[config.mk]
export PLATFORM = sky130hd
export DESIGN_NAME = cmd_pkt_tx
export DESIGN_NICKNAME = d
export VERILOG_FILES = /design/src/rtl/cmd_pkt_tx_pkg.sv /design/src/rtl/cpt_payload_buf.sv /design/src/rtl/cpt_checksum.sv /design/src/rtl/cpt_timer.sv /design/src/rtl/cmd_pkt_tx.sv
export SDC_FILE = /design/constraint.sdc
export NUM_CORES = 1
export LEC_CHECK = 0
export BUFFER_PORTS_ARGS = -buffer_cell sky130_fd_sc_hd__buf_2
export CAP_MARGIN = 10
export CORE_ASPECT_RATIO = 1.25
export CORE_MARGIN = 1
export CORE_UTILIZATION = 55
export DETAILED_ROUTE_END_ITERATION = 8
export PLACE_DENSITY = 0.8
export SYNTH_ARGS = -nofsm -noshare
export SYNTH_HDL_FRONTEND = slang
export SYNTH_SLANG_ARGS = --single-unit
[constraint.sdc]
create_clock -name clk -period 3.5 [get_ports clk]
set_clock_uncertainty 0.05 [all_clocks]
set_input_delay 0.35 -clock clk [delete_from_list [all_inputs] [get_ports clk]]
set_output_delay 0.35 -clock clk [all_outputs]
set_load 0.05 [all_outputs]
[src/rtl/cmd_pkt_tx_pkg.sv]
package cmd_pkt_tx_pkg;

    typedef enum logic [2:0] {
        ST_IDLE,
        ST_WAIT_CTS,
        ST_DRAIN,
        ST_SEND,
        ST_GUARD
    } tx_state_e;

    // Applied to the running XOR when its top bit is set
    localparam logic [7:0] FOLD_MASK = 8'hC0;

    typedef struct packed {
        logic load;
        logic run;
    } tmr_ctl_t;

    function automatic logic [7:0] chk_fold(input logic [7:0] acc);
        return acc[7] ? (acc ^ FOLD_MASK) : acc;
    endfunction

    // Cycles in 1.5 ms, rounded up
    function automatic int unsigned guard_cycles(input int unsigned hz);
        return (hz * 3 + 1999) / 2000;
    endfunction

    function automatic int unsigned max_u(input int unsigned a, input int unsigned b);
        return (a > b) ? a : b;
    endfunction

endpackage

[src/rtl/cpt_payload_buf.sv]
module cpt_payload_buf #(
    parameter int DEPTH = 8,
    parameter int IDX_W = 3,
    parameter int RD_W  = 4
) (
    input  logic             clk,
    input  logic             rst,
    input  logic             wr_en,
    input  logic [IDX_W-1:0] wr_idx,
    input  logic [7:0]       wr_data,
    input  logic [RD_W-1:0]  rd_idx,
    output logic [7:0]       rd_data
);

    logic [DEPTH-1:0][7:0] slot;
    logic [DEPTH-1:0]      hit;

    generate
        for (genvar g = 0; g < DEPTH; g++) begin : g_dec
            assign hit[g] = wr_en && (wr_idx == IDX_W'(g));
        end
    endgenerate

    always_ff @(posedge clk) begin
        if (rst) begin
            slot <= '0;
        end else begin
            for (int i = 0; i < DEPTH; i++) begin
                if (hit[i]) slot[i] <= wr_data;
            end
        end
    end

    always_comb begin
        rd_data = 8'h00;
        if (rd_idx < RD_W'(DEPTH)) rd_data = slot[rd_idx[IDX_W-1:0]];
    end

    // contents change only through an enabled write
    p_hold_without_write_r11: assert property (@(posedge clk) disable iff (rst)
        !wr_en |=> $stable(slot));

endmodule

[src/rtl/cpt_checksum.sv]
module cpt_checksum (
    input  logic       clk,
    input  logic       rst,
    input  logic       clear,
    input  logic       add,
    input  logic [7:0] din,
    output logic [7:0] chk_out
);
    import cmd_pkt_tx_pkg::*;

    logic [7:0] acc;

    always_ff @(posedge clk) begin
        if (rst || clear) acc <= 8'h00;
        else if (add)     acc <= acc ^ din;
    end

    assign chk_out = chk_fold(acc);

    // folding always leaves the top bit clear
    p_chk_top_clear_r7: assert property (@(posedge clk) disable iff (rst)
        !chk_out[7]);

endmodule

[src/rtl/cpt_timer.sv]
module cpt_timer #(
    parameter int W = 8
) (
    input  logic         clk,
    input  logic         rst,
    input  logic         load,
    input  logic [W-1:0] load_val,
    input  logic         run,
    output logic         expired
);

    logic [W-1:0] cnt;

    always_ff @(posedge clk) begin
        if (rst)                    cnt <= '0;
        else if (load)              cnt <= load_val;
        else if (run && cnt != '0)  cnt <= cnt - W'(1);
    end

    assign expired = (cnt == '0);

    // a running count steps down by one and never wraps
    p_step_down_r8: assert property (@(posedge clk) disable iff (rst)
        (run && !load && !expired) |=> (cnt == $past(cnt) - W'(1)));
    p_no_wrap_r10: assert property (@(posedge clk) disable iff (rst)
        (!load && expired) |=> expired);

endmodule

[src/rtl/cmd_pkt_tx.sv]
module cmd_pkt_tx #(
    parameter int MAX_BYTES   = 8,
    parameter int CLK_HZ      = 50_000_000,
    parameter int CTS_TIMEOUT = 100_000,
    localparam int IDX_W      = $clog2(MAX_BYTES),
    localparam int LEN_W      = $clog2(MAX_BYTES + 1)
) (
    input  logic             clk,
    input  logic             rst,
    input  logic             load_we,
    input  logic [IDX_W-1:0] load_idx,
    input  logic [7:0]       load_data,
    input  logic             send_req,
    input  logic [LEN_W-1:0] send_len,
    output logic             busy_nack,
    output logic             rts,
    input  logic             cts,
    output logic             tx_valid,
    output logic [7:0]       tx_data,
    input  logic             tx_ready,
    input  logic             tx_empty,
    output logic             done,
    output logic             cts_err
);
    import cmd_pkt_tx_pkg::*;

    localparam int unsigned GUARD_N = guard_cycles(CLK_HZ);
    localparam int unsigned TMR_MAX = max_u(GUARD_N, CTS_TIMEOUT);
    localparam int          TMR_W   = $clog2(TMR_MAX + 1);
    localparam int          POS_W   = $clog2(MAX_BYTES + 2);

    tx_state_e        state;
    logic [POS_W-1:0] pos;
    logic [POS_W-1:0] len_q;
    logic [7:0]       buf_rd;
    logic [7:0]       chk;
    logic             len_ok;
    logic             accept;
    logic             last_drained;
    logic             payload_phase;
    tmr_ctl_t         tctl;
    logic [TMR_W-1:0] tmr_val;
    logic             tmr_exp;

    assign len_ok        = (send_len != '0) && (send_len <= LEN_W'(MAX_BYTES));
    assign accept        = (state == ST_IDLE) && send_req && len_ok;
    assign last_drained  = (state == ST_DRAIN) && tx_empty && (pos > len_q);
    assign payload_phase = (pos < len_q);

    always_comb begin
        tctl.load = accept || last_drained;
        tctl.run  = (state == ST_WAIT_CTS) || (state == ST_GUARD);
        tmr_val   = accept ? TMR_W'(CTS_TIMEOUT) : TMR_W'(GUARD_N);
    end

    cpt_payload_buf #(
        .DEPTH (MAX_BYTES),
        .IDX_W (IDX_W),
        .RD_W  (POS_W)
    ) u_buf (
        .clk     (clk),
        .rst     (rst),
        .wr_en   (load_we && !rts),
        .wr_idx  (load_idx),
        .wr_data (load_data),
        .rd_idx  (pos),
        .rd_data (buf_rd)
    );

    cpt_checksum u_chk (
        .clk     (clk),
        .rst     (rst),
        .clear   (accept),
        .add     ((state == ST_SEND) && tx_ready && payload_phase),
        .din     (buf_rd),
        .chk_out (chk)
    );

    cpt_timer #(.W(TMR_W)) u_tmr (
        .clk      (clk),
        .rst      (rst),
        .load     (tctl.load),
        .load_val (tmr_val),
        .run      (tctl.run),
        .expired  (tmr_exp)
    );

    always_ff @(posedge clk) begin
        if (rst) begin
            state     <= ST_IDLE;
            rts       <= 1'b0;
            pos       <= '0;
            len_q     <= '0;
            done      <= 1'b0;
            busy_nack <= 1'b0;
            cts_err   <= 1'b0;
        end else begin
            done      <= 1'b0;
            cts_err   <= 1'b0;
            busy_nack <= send_req && ((state != ST_IDLE) || !len_ok);
            unique case (state)
                ST_IDLE: begin
                    if (accept) begin
                        len_q <= POS_W'(send_len);
                        pos   <= '0;
                        rts   <= 1'b1;
                        state <= ST_WAIT_CTS;
                    end
                end
                ST_WAIT_CTS: begin
                    if (cts) begin
                        state <= ST_DRAIN;
                    end else if (tmr_exp) begin
                        rts     <= 1'b0;
                        cts_err <= 1'b1;
                        state   <= ST_IDLE;
                    end
                end
                ST_DRAIN: begin
                    if (tx_empty) state <= (pos > len_q) ? ST_GUARD : ST_SEND;
                end
                ST_SEND: begin
                    if (tx_ready) begin
                        pos   <= pos + POS_W'(1);
                        state <= ST_DRAIN;
                    end
                end
                ST_GUARD: begin
                    if (tmr_exp) begin
                        rts   <= 1'b0;
                        done  <= 1'b1;
                        state <= ST_IDLE;
                    end
                end
                default: state <= ST_IDLE;
            endcase
        end
    end

    assign tx_valid = (state == ST_SEND);
    assign tx_data  = payload_phase ? buf_rd : chk;

    // bytes only go out inside an rts window
    p_valid_needs_rts_r5: assert property (@(posedge clk) disable iff (rst)
        tx_valid |-> rts);
    // offer starts only after the sink reported empty
    p_offer_after_empty_r6: assert property (@(posedge clk) disable iff (rst)
        $rose(tx_valid) |-> $past(tx_empty));
    // offered byte held until taken
    p_hold_offer_r6: assert property (@(posedge clk) disable iff (rst)
        (tx_valid && !tx_ready) |=> (tx_valid && $stable(tx_data)));
    // refusal follows a request
    p_nack_from_req_r3: assert property (@(posedge clk) disable iff (rst)
        busy_nack |-> $past(send_req));
    // done marks the release of rts
    p_done_on_release_r9: assert property (@(posedge clk) disable iff (rst)
        done |-> (!rts && $past(rts)));
    p_done_err_apart_r9: assert property (@(posedge clk) disable iff (rst)
        !(done && cts_err));
    // timeout error leaves rts low
    p_err_releases_r10: assert property (@(posedge clk) disable iff (rst)
        cts_err |-> (!rts && $past(rts)));

endmodule

---- Yosys cells after proc, flatten, opt, wreduce, memory -nomap -nowiden ----
Cells that the tools add are included.
storage, ports and cells
  register bits ........................... 104
  bits in latches ......................... 0
  memory bits (writable) .................. 0
  bits in read-only memories .............. 0
  input bits .............................. 22
  output and inout port bits .............. 13
  word-level logic and storage cells ...... 105
  memories kept ........................... 0
operators by class
  add/subtract/negate cells ............... 2
  multiply operators ...................... 0
  divide/modulo/power cells ............... 0
  magnitude comparators ................... 5
  eq/ne operators ......................... 15
  shift-type cells ........................ 0
  multiplexer cells ....................... 23
  bitwise logic cells ..................... 4
  reductions and logical operators ........ 39
operators with widths
  kind                     number
  $mux W17                 2
  $mux W8                  4
  $bmux W8 S3              1
  $logic_and A1 B1 Y1      18
  $mux W3                  6
  $logic_not A17 Y1        1
  $reduce_bool A17 Y1      1
  $sub A17 B1 Y17 const B  1
  $mux W16                 1
  $eq A3 B3 Y1 const B     5
  $pmux W3 S5              1
  $eq A3 B2 Y1 const B     4
  $reduce_and A3 Y1        3
  $mux W4                  2
  $pmux W4 S2              1
  $xor A8 B8 Y8            1
  $eq A3 B1 Y1 const B     2
  $logic_not A3 Y1         2
  $ne A2 B2 Y1 const B     3
  $reduce_bool A3 Y1       2
  $add A4 B1 Y4 const B    1
  $gt A4 B4 Y1             1
  $le A4 B4 Y1 const B     1
  $logic_or A1 B1 Y1       4
  other kinds (14)         20

---- Longest topological paths before layout ----
Gate-level depths: netlist of run 1.
  depth in word-level cells ............... 5
  mapped depth ............................ 11
  mapped depth without buffers ............ 8

---- Cells and area by module ----
Synthesis of run 1 repeated with hierarchy kept, for this count alone.
second synthesis, totals
  cell total of the unflattened synthesis .. 605
  area total of the unflattened synthesis .. 5412.7 um^2
by module, submodules not included
  module           instances  cells each  area an instance (um^2)  sequential area each (um^2)
  cpt_payload_buf  1          310         2930.3                   1281.2
  cpt_timer        1          138         1101.1                   340.3
  cmd_pkt_tx       1          112         930.9                    300.3
  cpt_checksum     1          45          450.4                    160.2

---- Least setup slack after synthesis of run 1 ----
Ideal clock, no wire load.
  path kind ............................... flip-flop to output port
  start point ............................. register pos[0]
  end point ............................... output tx_data[6]
  data arrival time ....................... 2666 ps
  data required time ...................... 3100 ps
  path slack .............................. 434 ps
  stages on the path, launching flop included .. 9
  buffers on the path ..................... 2
  cell sequence ........................... dfxtp_1 buf_2 buf_2 inv_1 ha_1 nor2b_1 o211ai_1 and2_1 o21ai_0
on the way
  cells in the longest elaborated chain, start to end .. 4
  elaborated cells on any way between the ends .. 6
  classes of those cells .................. order compare: 2; mux: 4
RTL lines
  what                           line                   source
  from (decl)                    cmd_pkt_tx.sv:33       logic [POS_W-1:0] pos;
  from (signal assigned)         cmd_pkt_tx.sv:124      pos <= pos + POS_W'(1);
  $bmux W8 S3                    cpt_payload_buf.sv:36  if (rd_idx < RD_W'(DEPTH)) rd_data = slot[rd_idx[IDX_W-1:0]];
  $mux W8 (not written as such)  cpt_payload_buf.sv:36
  $mux W8                        cpt_payload_buf.sv:36
  $mux W8 (*)                    cmd_pkt_tx.sv:141      assign tx_data = payload_phase ? buf_rd : chk;
  to (decl)                      cmd_pkt_tx.sv:19       output logic [7:0] tx_data,
Mark *: on every way between the ends. The rest lies on a longest branch, timed or not. The select of a mux whose other input is x is not followed.

---- Worst setup path after layout of run 1 ----
  start point ............................. register len_q[1]
  end point ............................... output tx_data[5]
on the way
  cells in the longest elaborated chain, start to end .. 2
RTL lines
  what                    line               source
  from (decl)             cmd_pkt_tx.sv:34   logic [POS_W-1:0] len_q;
  from (signal assigned)  cmd_pkt_tx.sv:104  len_q <= POS_W'(send_len);
  $lt A4 B4 Y1            cmd_pkt_tx.sv:48   assign payload_phase = (pos < len_q);
  $mux W8                 cmd_pkt_tx.sv:141
No other way between the ends.

==> impl_metrics.json, run 1 <==
{
  "start_util_pct": 57.95,
  "grt_use_total_pct": 23.64,
  "numCtsBuffers": 9,
  "via_per_inst": 5.649,
  "synth_edf_count": 0,
  "critical_path_class": "reg -> out",
  "nNetsFinal": 557,
  "cts.clk_slew.worst_paths_ns": 0.11,
  "fmax_mhz": 352.0,
  "wl_per_cell_um": 15.69,
  "io_pins": 35,
  "finalWirelength_um": 10200,
  "hold_viol_final": 0,
  "dp.final_hpwl_um": 6984,
  "yosys_warnings": 0,
  "synth.top_cells.by_area": "dfxtp_1 43%, mux2i_1 15%, mux4_2 7.4%, nor2_1 6.6%, a21oi_1 2.9%",
  "first_iter_violations": 142,
  "ant_nets": 0,
  "p_sw_mw": 0.9555,
  "synth_ff_type": "dfxtp_1",
  "slew_violations": 0,
  "htreeDepth": 3,
  "cts_resized": 0,
  "cts_root_buf": "clkbuf_8",
  "cp.arrival_ns": 2.44,
  "synth_cells": 511,
  "async_flop_share_pct": 0,
  "grt_pass1_wl_um": 16900,
  "syn_area_um2": 4856,
  "dr_total_vias": 3672,
  "timing.hold.ws_ns": 0.1910,
  "p_leak_nw": 2.127,
  "synth_top_cell_area_share_pct": 42.88,
  "hold_buffers": 0,
  "netSwitchingFraction_pct": 34.33,
  "synth_top_cell_by_area": "dfxtp_1",
  "dieArea_um2": 9211,
  "route.detailed.drc": 0,
  "peakVddDrop_mv": 0.3031,
  "cp-start-kind": "register",
  "fp-row-count": 37,
  "synth_fp_nets": 540,
  "post_cts_buffers": 0,
  "clock_latency_ns": 0.35,
  "place_congestion": 0.8481,
  "p_per_area_nw_per_um2": 527.9,
  "portBuffers": 34,
  "setup-tns-final_ns": 0,
  "ys_seq_area_share_pct": 42.88,
  "slew_headroom_pct": 28.39,
  "cts_tree": "built",
  "dr.pass1.iters": 4,
  "area_growth_pct": 8.555,
  "min_path_type": "in -> reg",
  "clk_path_buf_depth": 2,
  "avgSynthCellArea_um2": 9.503,
  "finalCritPeriodShare_pct": 81.18,
  "outcome": "finished, final reports clean",
  "worst_setup_path_end_kind": "output pin",
  "worst_ep_required_time_ns": 3.10,
  "tightest_slew_ns": 1.070,
  "antenna_found_initial": 0,
  "cts_sinks": 104,
  "grt_max_degree": 83,
  "cap_violations": 0,
  "fin_crit_ns": 2.841,
  "die_y_um": 107.1,
  "finalSetupViolCount": 0,
  "drive_gt1_share_pct": 15.38,
  "core_um2": 8379,
  "power_frac_clock_pct": 25.4,
  "crit_fanout": 7,
  "p_comb_share_pct": 25.9,
  "ys_ff_latch": 104,
  "n_antenna_cell": 0,
  "die_w_um": 86.04,
  "intPower_mw": 1.827,
  "seqPwrFrac_pct": 48.7,
  "fill_cells": 689,
  "grt_pass1_vias": 3535,
  "overflow": 0,
  "rsz0062_at_grt": "no",
  "ys_types": 49
}
## state kept, by name (all words and copies together) (netlist names)
name and cells:
u_buf.slot 64, u_tmr.cnt 17, u_chk.acc 8, len_q 4, pos 4, state 3, busy_nack 1, cts_err 1
done 1, rts 1
## final cells by class
type                    instances  area [um^2]  area share, %
clock buffers                   9        123.9          2.350
clock inverters                 7        62.56          1.187
inverters                      11        41.29         0.7833
multi-input cells             359         2577          48.90
flip-flops and latches        104         2082          39.50
well taps                     117        146.4          2.777
repair buffers                 43        237.7          4.510
## cells in the final DEF, fill, tap and decap left out, types with 5 or more instances in the layout
master    instances
or3_1            11
nor3b_1           5
mux4_2           16
clkbuf_8          9
nand3_1           8
ha_1              7
buf_2            34
xor2_1            9
nor3_1            7
nor2_1           86
o21ai_0          20
a31oi_1           5
nand2b_1          6
dfxtp_1         104
mux2i_1          74
a21oi_1          28
nand2_1          29
inv_1            11
buf_4             9
## per-stage QoR
stage | instances | total power, mW | worst slack [ns] | area, um^2 | util, %
final | 650 | 2.783 | 0.6588 | 5271 | 62.91
after global routing | 650 | 2.942 | 0.4636 | 5271 | 62.91
after CTS | 650 | 2.801 | 0.6154 | 5271 | 62.91
after detailed placement | 634 | 2.097 | 0.9893 | 5085 | 60.68
after global placement | 634 | 2.078 | 1.070 | 5085 | 60.68
after floorplan | 511 | 1.945 | 0.4339 | 4856 | -
## path summary, 6_finish.rpt
path | cells past startpoint | from | endpoint | slack, ns
worst min register to register | 2 | len_q[1]$_SDFFE_PP0P_ | len_q[1]$_SDFFE_PP0P_ | 0.42
worst min-delay path | 3 | send_req | busy_nack$_SDFF_PP0_ | 0.19
worst max register to register | 8 | len_q[1]$_SDFFE_PP0P_ | u_tmr.cnt[8]$_SDFFE_PP0P_ | 0.93
worst max-delay path | 8 | len_q[1]$_SDFFE_PP0P_ | tx_data[5] | 0.66
## cells in the mapped netlist (2+ instances only)
library cell,count
dfxtp_1,104
nor2_1,86
mux2i_1,74
nand2_1,29
a21oi_1,28
clkbuf_1,28
o21ai_0,20
mux4_2,16
inv_1,11
or3_1,11
xor2_1,9
nand3_1,8
ha_1,7
nor3_1,7
nand2b_1,6
a31oi_1,5
nor3b_1,5
a211oi_1,4
buf_2,4
nand4_1,4
buf_1,3
nand3b_1,3
o21a_1,3
o31ai_1,3
or4_1,3
xnor2_1,3
a211o_1,2
and3_1,2
nand4b_1,2
nor4_1,2
## worst max-delay path: stages (launching register included)
cell	delay, ns
dfxtp_1	0.34
inv_1	0.05
ha_1	0.27
nor2b_1	0.14
o211ai_1	0.22
and2_1	0.26
nand2b_1	0.18
o21ai_0	0.30
buf_2	0.32
## cells by family after synthesis
family / share of synthesized area (%)
xor+xnor: 2.165
simple gates: 17.80
mux: 22.67
buf+inv: 4.045
compound gates: 8.632
flops: 42.88
fa+ha+maj: 1.804
## routing by layer
layer	up-vias	track usage, %	share of wire [%]
li1	1832	-	-
met1	1759	28.61	44
met2	71	42.06	51
met3	10	4.311	3.3
met4	0	7.500	1.5
met5	-	0	0
## power groups by stage
stage	Combinational, mW	Sequential (mW)	Clock (mW)
detailed placement	0.718	1.38	0
finish	0.722	1.36	0.706
global placement	0.704	1.37	0
global route	0.797	1.37	0.778
CTS	0.723	1.35	0.725
floorplan	0.576	1.37	0
Note: power is estimated with default switching activity, not from simulation.
==> inputs of run 2 (changes only) <==
Clock period 3.5 ns to 2.9 ns, I/O delays scaled along.
==> impl_metrics.json, run 2 (synthesis results as in run 1) <==
{
  "fin_crit_ns": 2.732,
  "start_util_pct": 57.95,
  "top_register": "u_buf.slot",
  "final_cell_mix": "104 x dfxtp_1, 86 x nor2_1, 74 x mux2i_1",
  "top_regs": "u_buf.slot: 64 flops, u_tmr.cnt: 17 flops, u_chk.acc: 8 flops",
  "worst_setup_path_end_kind": "output pin",
  "p_leak_nw": 2.149,
  "mostFrequentLayoutCell": "dfxtp_1",
  "dieArea_um2": 9211,
  "first_iter_violations": 155,
  "die_w_um": 86.04,
  "timing.hold.ws_ns": 0.1139,
  "fp-row-count": 37,
  "grt.met1_usage_pct": 26.00,
  "worst_ep_required_time_ns": 2.56,
  "crit_fanout": 7,
  "slew_violations": 0,
  "dr_total_vias": 3722,
  "die_y_um": 107.1,
  "power_mw": 3.474,
  "clock_latency_ns": 0.37,
  "nNetsFinal": 560,
  "tightest_slew_ns": 0.8148,
  "cp.arrival_ns": 2.39,
  "finalSetupViolCount": 0,
  "dr.pass1.iters": 4,
  "peakVddDrop_mv": 0.2657,
  "cts_resized": 0,
  "slew_headroom_pct": 45.68,
  "grt_pass1_wl_um": 16620,
  "cts.clk_slew.worst_paths_ns": 0.09,
  "setup_slack_ns": 0.1680,
  "clk_path_buf_depth": 2,
  "cts_tree": "built",
  "place_congestion": 0.8749,
  "wl_per_cell_um": 15.41,
  "portBuffers": 34,
  "dp_cells": 637,
  "post-place-ws_ns": 0.5159,
  "htreeDepth": 3,
  "ant_nets": 0,
  "setup-tns-final_ns": 0,
  "min_path_type": "in -> reg",
  "drive_gt1_share_pct": 15.86,
  "p_per_area_nw_per_um2": 652.1,
  "placed_area_um2": 5107,
  "cts_root_buf": "clkbuf_8",
  "n_antenna_cell": 0,
  "numCtsBuffers": 9,
  "grt_use_met2_pct": 43.25,
  "fin_area_um2": 5328,
  "via_per_inst": 5.700,
  "stdcell_count": 653,
  "grt_pass1_vias": 3530,
  "grt-busiest-layer": "met2",
  "io_pins": 35,
  "route.detailed.drc": 0,
  "hold_viol_final": 0,
  "dp.final_hpwl_um": 7032,
  "cap_violations": 0,
  "antenna_found_initial": 0,
  "outcome": "finished, final reports clean",
  "hold_buffers": 0,
  "cts_sinks": 104,
  "overflow": 0,
  "core_um2": 8379,
  "largest_reg_flops": 64,
  "fill_cells": 674,
  "area_growth_pct": 9.714,
  "fmax_mhz": 366.0,
  "fin_util_pct": 63.58,
  "finalCritPeriodShare_pct": 94.21,
  "critical_path_class": "reg -> out",
  "cp-start-kind": "register",
  "grt_max_degree": 83,
  "finalWirelength_um": 10060,
  "grt_use_total_pct": 23.53,
  "post_cts_buffers": 0,
  "grt.met3_usage_pct": 2.617,
  "rsz0062_at_grt": "no"
}
-- run 2: critical path: stages (launching register included) --
cell      delay (ns)
dfxtp_1         0.34
inv_1           0.04
ha_1            0.27
nor2b_1         0.13
o211ai_1        0.24
and2_1          0.28
nand2b_1        0.20
nor2_1          0.23
buf_2           0.30
-- run 2: worst paths after layout --
kind	start	endpoint	slack (ns)	depth (start not counted)
setup reg to reg	len_q[1]$_SDFFE_PP0P_	u_chk.acc[0]$_SDFFE_PP0P_	0.49	8
setup / recovery	len_q[1]$_SDFFE_PP0P_	tx_data[7]	0.17	8
hold / removal	send_len[3]	len_q[3]$_SDFFE_PP0P_	0.11	3
hold reg to reg	len_q[3]$_SDFFE_PP0P_	len_q[3]$_SDFFE_PP0P_	0.41	2
-- run 2: power by group --
part	switching [mW]	total, mW	internal (mW)
combinational	0.534	0.888	0.354
clock	0.498	0.951	0.452
sequential	0.105	1.64	1.53
total	1.14	3.47	2.34
-- run 2: routing by layer --
layer  share of wire (%)  up-vias
li1                    -     1842
met1                  40     1783
met2                  54       79
met3                 3.3       18
met4                 2.2        0
met5                   0        -
-- run 2: final cells by class --
type / count / area [um^2] / area share (%)
Multi-Input combinational cell: 359 / 2577 / 48.38
Sequential cell: 104 / 2082 / 39.08
Timing Repair Buffer: 46 / 265.3 / 4.979
Clock buffer: 11 / 151.4 / 2.842
Tap cell: 117 / 146.4 / 2.748
Clock inverter: 5 / 63.81 / 1.198
Inverter: 11 / 41.29 / 0.7750
==> inputs of run 3 (changes only) <==
Settings changed: CORE_UTILIZATION 55 to 54, PLACE_DENSITY 0.8 to 0.75.
Clock period 2.9 ns to 2.2 ns, I/O delays scaled along.
==> impl_metrics.json, run 3 (synthesis results as in run 1) <==
{
  "outcome": "finished with violations",
  "violations": "setup timing",
  "io_pins": 35,
  "top_register": "u_buf.slot",
  "grt_pass1_vias": 3777,
  "cp-startpoint": "len_q[1]$_SDFFE_PP0P_",
  "dp_cells": 667,
  "clock_latency_ns": 0.37,
  "crit_slowest_cell": "dfxtp_2",
  "crit_chain": "inv_2, ha_4, nor2b_4, o211ai_1, and2_4, nand2b_4, buf_12, o21ai_4, buf_6",
  "finalCritPeriodShare_pct": 108.5,
  "cts.clk_slew.worst_paths_ns": 0.11,
  "antenna_found_initial": 0,
  "grt_pass1_wl_um": 17810,
  "fin_crit_ns": 2.387,
  "min_path_type": "in -> reg",
  "start_util_pct": 55.81,
  "finalWirelength_um": 11590,
  "slew_headroom_pct": 61.06,
  "hold_viol_final": 0,
  "nNetsFinal": 599,
  "mostFrequentLayoutCell": "dfxtp_1",
  "dr_total_vias": 3979,
  "place_congestion": 0.8641,
  "r2r_end": "u_chk.acc[1]$_SDFFE_PP0P_",
  "reg2reg_depth": 11,
  "setup_slack_ns": -0.1874,
  "finalSetupViolCount": 20,
  "cts_root_buf": "clkbuf_8",
  "p_per_area_nw_per_um2": 834.0,
  "portBuffers": 34,
  "route.detailed.drc": 0,
  "fmax_mhz": 418.9,
  "setup-tns-final_ns": -2.342,
  "ant_nets": 0,
  "drive_gt1_share_pct": 28.17,
  "p_leak_nw": 2.412,
  "die_y_um": 108.0,
  "cap_violations": 0,
  "r2r_slack_ns": -0.13,
  "cp_top_family": "simple AND/OR/NAND/NOR gates",
  "htreeDepth": 3,
  "crit_cells": 9,
  "grt_max_degree": 45,
  "cts_tree": "built",
  "slew_violations": 0,
  "seq_area_um2": 2088,
  "min_to": "busy_nack$_SDFF_PP0_",
  "cts_sinks": 104,
  "n_antenna_cell": 0,
  "dp.final_hpwl_um": 7563,
  "fill_cells": 684,
  "via_per_inst": 5.725,
  "final_cell_mix": "101 x dfxtp_1, 83 x nor2_1, 73 x mux2i_1",
  "peakVddDrop_mv": 0.4759,
  "core_um2": 8701,
  "crit_fanout": 6,
  "critPathMaxStageDelay_ns": 0.36,
  "critical_path_class": "reg -> out",
  "clk_path_buf_depth": 2,
  "crit_buf_inv": 3,
  "numCtsBuffers": 9,
  "overflow": 0,
  "multi_input_area_um2": 2801,
  "timing.rr.start": "len_q[1]$_SDFFE_PP0P_",
  "tightest_slew_ns": 0.5827,
  "top_regs": "u_buf.slot: 64 flops, u_tmr.cnt: 17 flops, u_chk.acc: 8 flops",
  "whs_path_depth": 3,
  "hold_start": "send_req",
  "grt_use_total_pct": 24.85,
  "first_iter_violations": 102,
  "die_w_um": 86.82,
  "worst_setup_path_end_kind": "output pin",
  "rsz0062_at_grt": "yes",
  "area_growth_pct": 22.96,
  "cp-start-kind": "register",
  "largest_reg_flops": 64,
  "cp.arrival_ns": 2.12,
  "dieArea_um2": 9378,
  "stdcell_count": 695,
  "fp-row-count": 38,
  "hold_buffers": 0,
  "dr.pass1.iters": 4,
  "worst_ep_required_time_ns": 1.93,
  "wl_per_cell_um": 16.67
}
-- run 3: how the worst max path moves through the flow --
stage	to
5_1_grt	tx_data[1]
6_report	tx_data[1]
3_5_place_dp	tx_data[1]
3_3_place_gp	tx_data[2]
2_1_floorplan	u_chk.acc[3]$_SDFFE_PP0P_
4_1_cts	tx_data[1]
-- run 3: area by class of cell --
type / instances / area share [%]
multi-input combinational: 359 / 46.92
sequential: 104 / 34.97
timing repair buffer: 85 / 11.71
tap: 120 / 2.515
clock buffer: 9 / 2.075
clock inverter: 7 / 1.111
inverter: 11 / 0.6915
-- run 3: power breakdown --
group / internal [mW] / switching, mW
logic: 0.774 / 0.903
registers: 2.02 / 0.131
clock network: 0.437 / 0.715
-- run 3: repair_timing --
| action | CTS | global route |
|---|---|---|
| buffers inserted | 3 | 6 |
| setup endpoints to repair | 15 | 29 |
| pin swaps | 3 | 12 |
| gates resized for setup | 27 | 30 |
| gates cloned | 0 | 3 |
-- run 3: metal layers --
| layer | track usage [%] | up-vias | part of all wire [%] | wire, um |
|---|---|---|---|---|
| met5 | 0 | - | 0 | 0 |
| met4 | 12.38 | 0 | 2.3 | 261 |
| met3 | 3.359 | 20 | 3.2 | 365 |
| met2 | 44.60 | 80 | 53 | 6124 |
| met1 | 28.68 | 1955 | 42 | 4834 |
| li1 | - | 1924 | - | - |
-- run 3: stage by stage --
step           cell area, um^2  total power, mW  util [%]  hold slack, ns  setup WS, ns
3_5_place_dp              5430            3.593     62.41          0.4037     -0.006180
3_3_place_gp              5430            3.541     62.41          0.3975       0.05004
6_report                  5971            4.980     68.62         0.04261       -0.1874
2_1_floorplan             4967            3.150         -          0.3060      0.003677
4_1_cts                   5733            4.763     65.89         0.03816       -0.1435
5_1_grt                   5971            5.232     68.62         0.04584       -0.2567
-- run 3: worst register-to-register path, stage by stage (launching register included) --
cell and delay (ns):
dfxtp_2 0.36, inv_2 0.05, ha_4 0.21, nor2b_4 0.12, o211ai_1 0.26, and2_4 0.23, buf_4 0.11, buf_6 0.08
nand4b_1 0.17, buf_6 0.19, or3_1 0.34, a21oi_1 0.12
